**src/rtl/wdg_pkg.sv**
```systemverilog
// Package: shared field layout of the watchdog control register.
// Assumes an 8-bit register with multiplier, exponent and steering fields.
package wdg_pkg;
    localparam int CFG_W     = 8;
    localparam int MULT_LSB  = 2;
    localparam int MULT_W    = 5;
    localparam int EXP_W     = 2;
    localparam int STEER_BIT = 7;
    // Count must hold MULT_max * 4^(EXP_max)
    localparam int SPAN_W    = MULT_W + 2 * ((1 << EXP_W) - 1);
endpackage

```
**src/rtl/wdg_cfg_reg.sv**
```systemverilog
// Module: holds the watchdog control register.
// Writes take priority; an expiry steered to reset clears the register.
// Assumes clr_i never coincides with wr_en_i (a write blocks expiry).
module wdg_cfg_reg #(
    parameter int CFG_W = wdg_pkg::CFG_W
) (
    input  logic             clk,
    input  logic             rst_n,
    input  logic             wr_en_i,
    input  logic [CFG_W-1:0] wr_data_i,
    input  logic             clr_i,
    output logic [CFG_W-1:0] cfg_o
);
    logic [CFG_W-1:0] cfg_q;

    // Store writes, clear on a reset-steered expiry
    always_ff @(posedge clk) begin
        if (!rst_n)       cfg_q <= '0;
        else if (wr_en_i) cfg_q <= wr_data_i;
        else if (clr_i)   cfg_q <= '0;
    end

    assign cfg_o = cfg_q;


    clr_empties_chk: assert property (@(posedge clk) disable iff (!rst_n)
        (clr_i && !wr_en_i) |=> (cfg_o == '0));

    write_lands_chk: assert property (@(posedge clk) disable iff (!rst_n)
        wr_en_i |=> (cfg_o == $past(wr_data_i)));
endmodule

```
**src/rtl/wdg_span_calc.sv**
```systemverilog
// Module: converts a control value into an interval in ticks.
// Interval = multiplier * 4^exponent; purely combinational.
module wdg_span_calc #(
    parameter int CFG_W    = wdg_pkg::CFG_W,
    parameter int MULT_LSB = wdg_pkg::MULT_LSB,
    parameter int MULT_W   = wdg_pkg::MULT_W,
    parameter int EXP_W    = wdg_pkg::EXP_W,
    parameter int SPAN_W   = wdg_pkg::SPAN_W
) (
    input  logic [CFG_W-1:0]  cfg_i,
    output logic [SPAN_W-1:0] span_o
);
    localparam int N_EXP = 1 << EXP_W;

    logic [MULT_W-1:0] mult;
    logic [EXP_W-1:0]  expo;
    logic [SPAN_W-1:0] cand [N_EXP];

    assign mult = cfg_i[MULT_LSB +: MULT_W];
    assign expo = cfg_i[EXP_W-1:0];

    // One shifted candidate per exponent value
    for (genvar e = 0; e < N_EXP; e++) begin : g_scale
        assign cand[e] = SPAN_W'(mult) << (2 * e);
    end

    // Pick the candidate selected by the exponent field
    always_comb begin
        span_o = cand[expo];
    end
endmodule

```
**src/rtl/wdg_counter.sv**
```systemverilog
// Module: one-shot down counter of ticks.
// A restart loads the interval; a zero interval leaves the counter idle.
// Restart has priority over a tick in the same cycle.
module wdg_counter #(
    parameter int SPAN_W = wdg_pkg::SPAN_W
) (
    input  logic              clk,
    input  logic              rst_n,
    input  logic              tick_i,
    input  logic              restart_i,
    input  logic [SPAN_W-1:0] load_i,
    output logic              expire_o,
    output logic              armed_o
);
    logic [SPAN_W-1:0] cnt_q;
    logic              armed_q;
    logic              last_tick;

    assign last_tick = armed_q && tick_i && (cnt_q == SPAN_W'(1));
    assign expire_o  = last_tick && !restart_i;
    assign armed_o   = armed_q;

    // Load on restart, count down on ticks, stop at the end
    always_ff @(posedge clk) begin
        if (!rst_n) begin
            cnt_q   <= '0;
            armed_q <= 1'b0;
        end else if (restart_i) begin
            cnt_q   <= load_i;
            armed_q <= (load_i != '0);
        end else if (armed_q && tick_i) begin
            cnt_q <= cnt_q - SPAN_W'(1);
            if (cnt_q == SPAN_W'(1)) armed_q <= 1'b0;
        end
    end


    one_shot_chk: assert property (@(posedge clk) disable iff (!rst_n)
        (expire_o && !restart_i) |=> !armed_o);

    restart_wins_chk: assert property (@(posedge clk) disable iff (!rst_n)
        restart_i |-> !expire_o);
endmodule

```
**src/rtl/wdg_outcome.sv**
```systemverilog
// Module: turns an expiry into the flag and the steered pulses.
// Pulses are registered and last one cycle; the flag is sticky until restart.
module wdg_outcome (
    input  logic clk,
    input  logic rst_n,
    input  logic expire_i,
    input  logic restart_i,
    input  logic steer_i,
    output logic flag_o,
    output logic rst_req_o,
    output logic irq_o,
    output logic side_clr_o
);
    // Sticky expiry flag, cleared by any restart
    always_ff @(posedge clk) begin
        if (!rst_n)         flag_o <= 1'b0;
        else if (restart_i) flag_o <= 1'b0;
        else if (expire_i)  flag_o <= 1'b1;
    end

    // One-cycle steered response pulses
    always_ff @(posedge clk) begin
        if (!rst_n) begin
            rst_req_o  <= 1'b0;
            irq_o      <= 1'b0;
            side_clr_o <= 1'b0;
        end else begin
            rst_req_o  <= expire_i && steer_i;
            irq_o      <= expire_i && !steer_i;
            side_clr_o <= expire_i && steer_i;
        end
    end


    flag_sets_chk: assert property (@(posedge clk) disable iff (!rst_n)
        expire_i |=> flag_o);

    flag_clears_chk: assert property (@(posedge clk) disable iff (!rst_n)
        restart_i |=> !flag_o);

    irq_single_chk: assert property (@(posedge clk) disable iff (!rst_n)
        irq_o |=> !irq_o);

    steer_exclusive_chk: assert property (@(posedge clk) disable iff (!rst_n)
        $onehot0({irq_o, rst_req_o}));
endmodule

```
**src/rtl/wdog_steer.sv**
```systemverilog
// Module: top of the steered watchdog timer.
// Any register access restarts the countdown; the write value wins over the
// stored value when both strobes are present. Assumes tick_i is one cycle wide.
module wdog_steer #(
    parameter int CFG_W     = wdg_pkg::CFG_W,
    parameter int MULT_LSB  = wdg_pkg::MULT_LSB,
    parameter int MULT_W    = wdg_pkg::MULT_W,
    parameter int EXP_W     = wdg_pkg::EXP_W,
    parameter int STEER_BIT = wdg_pkg::STEER_BIT
) (
    input  logic             clk,
    input  logic             rst_n,
    input  logic             tick_i,
    input  logic             wr_en_i,
    input  logic [CFG_W-1:0] wr_data_i,
    input  logic             rd_en_i,
    output logic [CFG_W-1:0] rd_data_o,
    output logic             flag_o,
    output logic             rst_req_o,
    output logic             irq_o,
    output logic             century_clr_o
);
    localparam int SPAN_W = MULT_W + 2 * ((1 << EXP_W) - 1);

    logic [CFG_W-1:0]  cfg_q;
    logic [CFG_W-1:0]  cfg_sel;
    logic [SPAN_W-1:0] span;
    logic              restart;
    logic              expire;
    logic              armed;
    logic              steer;

    assign restart = wr_en_i || rd_en_i;
    assign cfg_sel = wr_en_i ? wr_data_i : cfg_q;
    assign steer   = cfg_q[STEER_BIT];

    wdg_cfg_reg #(.CFG_W(CFG_W)) u_cfg (
        .clk       (clk),
        .rst_n     (rst_n),
        .wr_en_i   (wr_en_i),
        .wr_data_i (wr_data_i),
        .clr_i     (expire && steer),
        .cfg_o     (cfg_q)
    );

    wdg_span_calc #(
        .CFG_W    (CFG_W),
        .MULT_LSB (MULT_LSB),
        .MULT_W   (MULT_W),
        .EXP_W    (EXP_W),
        .SPAN_W   (SPAN_W)
    ) u_span (
        .cfg_i  (cfg_sel),
        .span_o (span)
    );

    wdg_counter #(.SPAN_W(SPAN_W)) u_cnt (
        .clk       (clk),
        .rst_n     (rst_n),
        .tick_i    (tick_i),
        .restart_i (restart),
        .load_i    (span),
        .expire_o  (expire),
        .armed_o   (armed)
    );

    wdg_outcome u_out (
        .clk        (clk),
        .rst_n      (rst_n),
        .expire_i   (expire),
        .restart_i  (restart),
        .steer_i    (steer),
        .flag_o     (flag_o),
        .rst_req_o  (rst_req_o),
        .irq_o      (irq_o),
        .side_clr_o (century_clr_o)
    );

    assign rd_data_o = cfg_q;


    zero_mult_idle_chk: assert property (@(posedge clk) disable iff (!rst_n)
        (wr_en_i && (wr_data_i[MULT_LSB +: MULT_W] == '0)) |=> !armed);

    reset_clears_cfg_chk: assert property (@(posedge clk) disable iff (!rst_n)
        rst_req_o |-> (rd_data_o == '0));

    read_keeps_cfg_chk: assert property (@(posedge clk) disable iff (!rst_n)
        (rd_en_i && !wr_en_i) |=> $stable(rd_data_o));
endmodule

```
**config.mk**
```make
export PLATFORM = sky130hd
export DESIGN_NAME = wdog_steer
export DESIGN_NICKNAME = d
export VERILOG_FILES = /design/src/rtl/wdg_pkg.sv /design/src/rtl/wdg_cfg_reg.sv /design/src/rtl/wdg_span_calc.sv /design/src/rtl/wdg_counter.sv /design/src/rtl/wdg_outcome.sv /design/src/rtl/wdog_steer.sv
export SDC_FILE = /design/constraint.sdc
export NUM_CORES = 1
export LEC_CHECK = 0
export ABC_CLOCK_PERIOD_IN_PS = 2400
export BUFFER_PORTS_ARGS = -buffer_cell sky130_fd_sc_hd__buf_2
export CAP_MARGIN = 20
export CORE_MARGIN = 1.5
export CORE_UTILIZATION = 58
export CTS_CLUSTER_DIAMETER = 30
export DETAILED_ROUTE_END_ITERATION = 10
export PLACE_DENSITY_LB_ADDON = 0.1
export SYNTH_ARGS = -nofsm -noshare
export SYNTH_HDL_FRONTEND = slang
export SYNTH_SLANG_ARGS = --single-unit
```
**constraint.sdc**
```tcl
create_clock -name clk -period 2.4 [get_ports clk]
set_input_delay 0.24 -clock clk [delete_from_list [all_inputs] [get_ports clk]]
set_output_delay 0.24 -clock clk [all_outputs]
set_load 0.1 [all_outputs]
```
==> impl_metrics.tcl, run 1 <==
set metrics [dict create \
    outcome "completed" \
    syn_to_final_growth_pct 9.91 \
    rsz0062_at_grt "no" \
    hold_path_class "in2reg" \
    hold_depth 3 \
    register_area_um2 460 \
    min_to "u_cfg.cfg_o[7]" \
    top_layer "met4" \
    ys_warn_count 0 \
    syn-cell-area_um2 1260 \
    grt_max_degree 15 \
    synth_edf_count 0 \
    cts_made_buffers 3 \
    fillers 191 \
    final_antenna_net_count 0 \
    final_hold_viol_count 0 \
    slew_headroom 0.409 \
    leakagePower_nw 0.559 \
    drive_gt1_frac 0.250 \
    period_minus_slack_ns 1.66 \
    rrSetupSlack_ns 0.74 \
    synth_commonest_cells "dfxtp_1, nor2_1, mux2i_1" \
    synth-main-ff-cell "dfxtp_1" \
    dpl-instance-area_um2 1360 \
    antenna_found_initial 0 \
    drc 0 \
    post_cts_resized 0 \
    row_count 16 \
    wl_per_cell_um 14.8 \
    hpwl_mm 1.97 \
    postCtsSetupBuffers 0 \
    crit_arrival_ns 1.85 \
    fin_area_um2 1390 \
    drt-met1-wl_mm 1.24 \
    clockBufferDepth 2 \
    tightest_slew_ns 0.883 \
    synth_nets 151 \
    postSynthCellCount 136 \
    h-tree-depth 1 \
    die_w_um 49.7 \
    core_area_um2 2000 \
    crit_slowest_cell "and4bb_1" \
    diodes 0 \
    reg2reg_to "u_cfg.cfg_o[1]" \
    ys_types 44 \
    drtIter0Drc 20 \
    grt.total_usage 0.238 \
    io_buffers 24 \
    die_h_um 49.7 \
    clk_latency_ns 0.31 \
    max_stage_delay_ns 0.45 \
    initial_core_util 0.631 \
    cts_root_buf "clkbuf_4" \
    cts.sinks 23 \
    drv_cap 0 \
    synth_top_cell_by_area "dfxtp_1" \
    pin_count 25 \
    dieArea_um2 2470 \
    layout.nets 172 \
    fin_setup_tns_ns 0 \
    critPathLaunchType "register" \
    r2r-start "u_cnt.armed_o" \
    power_density_nw_per_um2 598 \
    grt_first_pass_wirelength_mm 4.45 \
    overflow 0 \
    post-route-period-util 0.690 \
    wl_mm 2.72 \
    multi_input_area_um2 717 \
    vias 1068 \
    viasPerCell 5.84 \
    wl_met2_mm 1.28 \
    syn-mean-instance-area_um2 9.28 \
    cts_tree "built" \
    min-delay-start "wr_data_i[7]" \
    grt_pass1_vias 996 \
    synth_area_leaders "dfxtp_1, mux2i_1, nor2_1" \
    seq_area_frac_synth 0.365 \
    reg2reg_depth 4 \
    drtPass1Iterations 4 \
    path_cells "and4bb_1, nand4_4, o31ai_4, nor2_1" \
    ys_ff_latch 23 \
    setup_viol 0 \
    required_ns 2.60 \
    ir_drop_mv 0.487 \
    synth.most_common_cell "dfxtp_1" \
    critPathKind "reg2reg" \
    async_reset_ff_frac 0 \
    place_congestion 0.810 \
    crit_fanout 10 \
    final_max_slew_viol_count 0 \
    ctsHoldBuffers 0 \
    synth_top_area_frac 0.365 \
    final_util 0.693 \
    clkTransAtPathRegs_ns 0.12 \
    clock_skew_ns 0.00593 \
    wl_met3_um 122 \
    endpoint_kind "register" \
    max_freq_mhz 604 \
]
[worst max path at each step]
stage	startpoint	slack, ns	end	depth (start not counted)
floorplan	u_cfg.cfg_o[1]	0.37	u_cnt.cnt_q[10]	3
global placement	wr_en_i	0.71	u_cnt.cnt_q[3]	4
detailed placement	wr_en_i	0.69	u_out.flag_o	4
CTS	u_cnt.armed_o	0.75	u_cfg.cfg_o[1]	4
global route	u_cnt.armed_o	0.61	u_cfg.cfg_o[4]	4
finish	u_cnt.armed_o	0.74	u_cfg.cfg_o[1]	4
[sequential cells by signal, indices dropped and copies added (netlist names)]
signal and flops:
u_out.flag_o 1, u_cnt.armed_o 1, u_out.irq_o 1, u_cfg.cfg_o 8, u_cnt.cnt_q 11, u_out.rst_req_o 1
[cells by family (layout without fill, tap and decap cells)]
group	Yosys count	in the layout	share of synthesized area
DFF	23	23	0.365
buffers and inverters	15	35	0.0674
adders and majority gates	2	2	0.0198
and+or+nand+nor	52	52	0.247
muxes	12	12	0.108
AOI/OAI and AO/OA	25	25	0.145
xor gates and xnor gates	7	7	0.0486
[cell usage in the layout (no fill, tap or decap), types with 2 or more instances in the layout]
master,count
buf_2,24
and4_1,2
nor4_1,2
dfxtp_1,23
mux2i_2,3
nand4_1,5
nand2_1,4
o31ai_1,2
a21oi_1,7
xnor2_1,3
nand3_1,5
mux2i_1,8
a211oi_1,3
o21ai_1,3
ha_1,2
inv_1,6
nor3_1,3
nor2_1,19
a31oi_1,2
nor3b_1,2
xor2_1,4
clkbuf_4,3
[power breakdown]
| group | internal (mW) | leakage, nW | switching (mW) |
|---|---|---|---|
| clock network | 0.0649 | 0.0150 | 0.112 |
| logic | 0.0731 | 0.355 | 0.156 |
| registers | 0.403 | 0.189 | 0.0203 |
| total | 0.541 | 0.559 | 0.289 |
[worst max-delay path: cells and delay by family (launching register included)]
family / cells / cell delay [ns]
compound gates: 1 / 0.36
flops: 1 / 0.43
simple gates: 3 / 0.75
[layout make-up]
cell class	count	share of cell area
Tap cell	27	0.0243
Multi-Input combinational cell	98	0.517
Clock buffer	4	0.0189
Timing Repair Buffer	25	0.0920
Inverter	6	0.0162
Sequential cell	23	0.332
[stage by stage]
stage / worst slack, ns / hold slack (ns) / std cells / power, mW
floorplan: 0.369 / 0.382 / 136 / 0.614
global placement: 0.714 / 0.444 / 179 / 0.652
detailed placement: 0.691 / 0.448 / 179 / 0.657
CTS: 0.753 / 0.209 / 183 / 0.835
global route: 0.605 / 0.218 / 183 / 0.867
finish: 0.744 / 0.219 / 183 / 0.829
[per-layer routing]
layer	track usage	up-vias
met1	0.312	496
met5	0	-
met2	0.376	29
met4	0.120	0
li1	-	535
met3	0.0394	8
No activity file was read; power rests on OpenSTA's default activity.
==> run 2: changes to the inputs <==
--- a/config.mk
+++ b/config.mk
@@ -5,11 +5,11 @@
 export SDC_FILE = /design/constraint.sdc
 export NUM_CORES = 1
 export LEC_CHECK = 0
-export ABC_CLOCK_PERIOD_IN_PS = 2400
+export ABC_CLOCK_PERIOD_IN_PS = 1600
 export BUFFER_PORTS_ARGS = -buffer_cell sky130_fd_sc_hd__buf_2
 export CAP_MARGIN = 20
 export CORE_MARGIN = 1.5
-export CORE_UTILIZATION = 58
+export CORE_UTILIZATION = 53
 export CTS_CLUSTER_DIAMETER = 30
 export DETAILED_ROUTE_END_ITERATION = 10
 export PLACE_DENSITY_LB_ADDON = 0.1
==> constraint.sdc (replaced) <==
create_clock -name clk -period 1.6 [get_ports clk]
set_input_delay 0.16 -clock clk [delete_from_list [all_inputs] [get_ports clk]]
set_output_delay 0.16 -clock clk [all_outputs]
set_load 0.1 [all_outputs]
==> impl_metrics.tcl, run 2 (synthesis gave the netlist of run 1 again) <==
set metrics [dict create \
    critPathKind "reg2reg" \
    viasPerCell 5.65 \
    final_max_slew_viol_count 0 \
    leakagePower_nw 0.611 \
    fillers 197 \
    drtPass1Iterations 4 \
    layout.nets 182 \
    drc 0 \
    required_ns 1.80 \
    overflow 0 \
    wl_per_cell_um 15.2 \
    ctsHoldBuffers 0 \
    cts_root_buf "clkbuf_4" \
    slew_headroom 0.634 \
    h-tree-depth 1 \
    postCtsSetupBuffers 0 \
    grt_first_pass_wirelength_mm 4.96 \
    row_count 17 \
    place_ws_ns 0.0907 \
    fin_area_um2 1480 \
    post_cts_resized 0 \
    total_power_mw 1.28 \
    die_h_um 51.8 \
    vias 1097 \
    dp_cells 190 \
    drv_cap 0 \
    initial_core_util 0.565 \
    clk_latency_ns 0.31 \
    setup_viol 0 \
    layout.cells.most_common "buf_2" \
    outcome "completed" \
    crit_fanout 7 \
    max_freq_mhz 670 \
    rsz0062_at_grt "no" \
    critPathLaunchType "register" \
    final_hold_viol_count 0 \
    hpwl_mm 2.19 \
    clkTransAtPathRegs_ns 0.13 \
    wl_mm 2.96 \
    core_area_um2 2230 \
    clockBufferDepth 2 \
    endpoint_kind "register" \
    ir_drop_mv 0.462 \
    grt_max_degree 15 \
    cts_tree "built" \
    power_density_nw_per_um2 866 \
    final_cell_mix "buf_2, nor2_1, dfxtp_1" \
    dpl-instance-area_um2 1450 \
    post-route-period-util 0.932 \
    antenna_found_initial 0 \
    clock_skew_ns 0.00677 \
    largest_reg_flops 11 \
    setup_ws_ns 0.108 \
    drtIter0Drc 29 \
    tightest_slew_ns 0.549 \
    dieArea_um2 2680 \
    cts.sinks 23 \
    diodes 0 \
    period_minus_slack_ns 1.49 \
    cts_made_buffers 3 \
    regMostFlops "u_cnt.cnt_q" \
    drive_gt1_frac 0.343 \
    place_congestion 0.854 \
    io_buffers 24 \
    fin_cells 194 \
    die_w_um 51.8 \
    crit_arrival_ns 1.69 \
    syn_to_final_growth_pct 17.4 \
    hold_path_class "in2reg" \
    pin_count 25 \
    fin_setup_tns_ns 0 \
    grt.total_usage 0.248 \
    grt_pass1_vias 1038 \
    final_antenna_net_count 0 \
]
## run 2: final cells by class
class / instances / area (um^2) / share of cell area
Timing Repair Buffer: 35 / 203 / 0.137
Clock buffer: 4 / 26.3 / 0.0177
Tap cell: 28 / 35.0 / 0.0236
Inverter: 6 / 22.5 / 0.0152
Sequential cell: 23 / 472 / 0.318
Multi-Input combinational cell: 98 / 724 / 0.489
## run 2: power by group
part           leakage (nW)  switching, mW  internal (mW)
sequential            0.191         0.0276          0.605
clock                0.0150          0.177         0.0972
combinational         0.405          0.245          0.132
total                 0.611          0.450          0.835
## run 2: through the flow
stage	util	hold WS, ns
final	0.664	0.158
after global routing	0.664	0.157
after CTS	0.661	0.156
after detailed placement	0.649	0.472
after global placement	0.649	0.432
after floorplan	-	0.302
## run 2: per-layer routing
metal,share of wire,up-vias,track usage
li1,-,550,-
met1,0.46,507,0.338
met3,0.047,4,0.0259
met5,0,-,0
met2,0.49,36,0.412
met4,0.0071,0,0.0746
## run 2: path summary, 6_finish.rpt
check | start | endpoint | slack [ns] | depth (start not counted)
worst max-delay path | u_cnt.cnt_q[1] | u_cfg.cfg_o[1] | 0.11 | 6
worst min-delay path | wr_data_i[7] | u_cfg.cfg_o[7] | 0.16 | 3
worst max register to register | u_cnt.cnt_q[1] | u_cfg.cfg_o[1] | 0.11 | 6
worst min register to register | u_out.flag_o | u_out.flag_o | 0.48 | 2
## run 2: worst max-delay path: stages (launching register included)
cell	delay [ns]
dfxtp_1	0.35
inv_1	0.08
ha_1	0.16
nor2b_4	0.16
nand4_4	0.13
o31ai_4	0.41
nor2_1	0.10
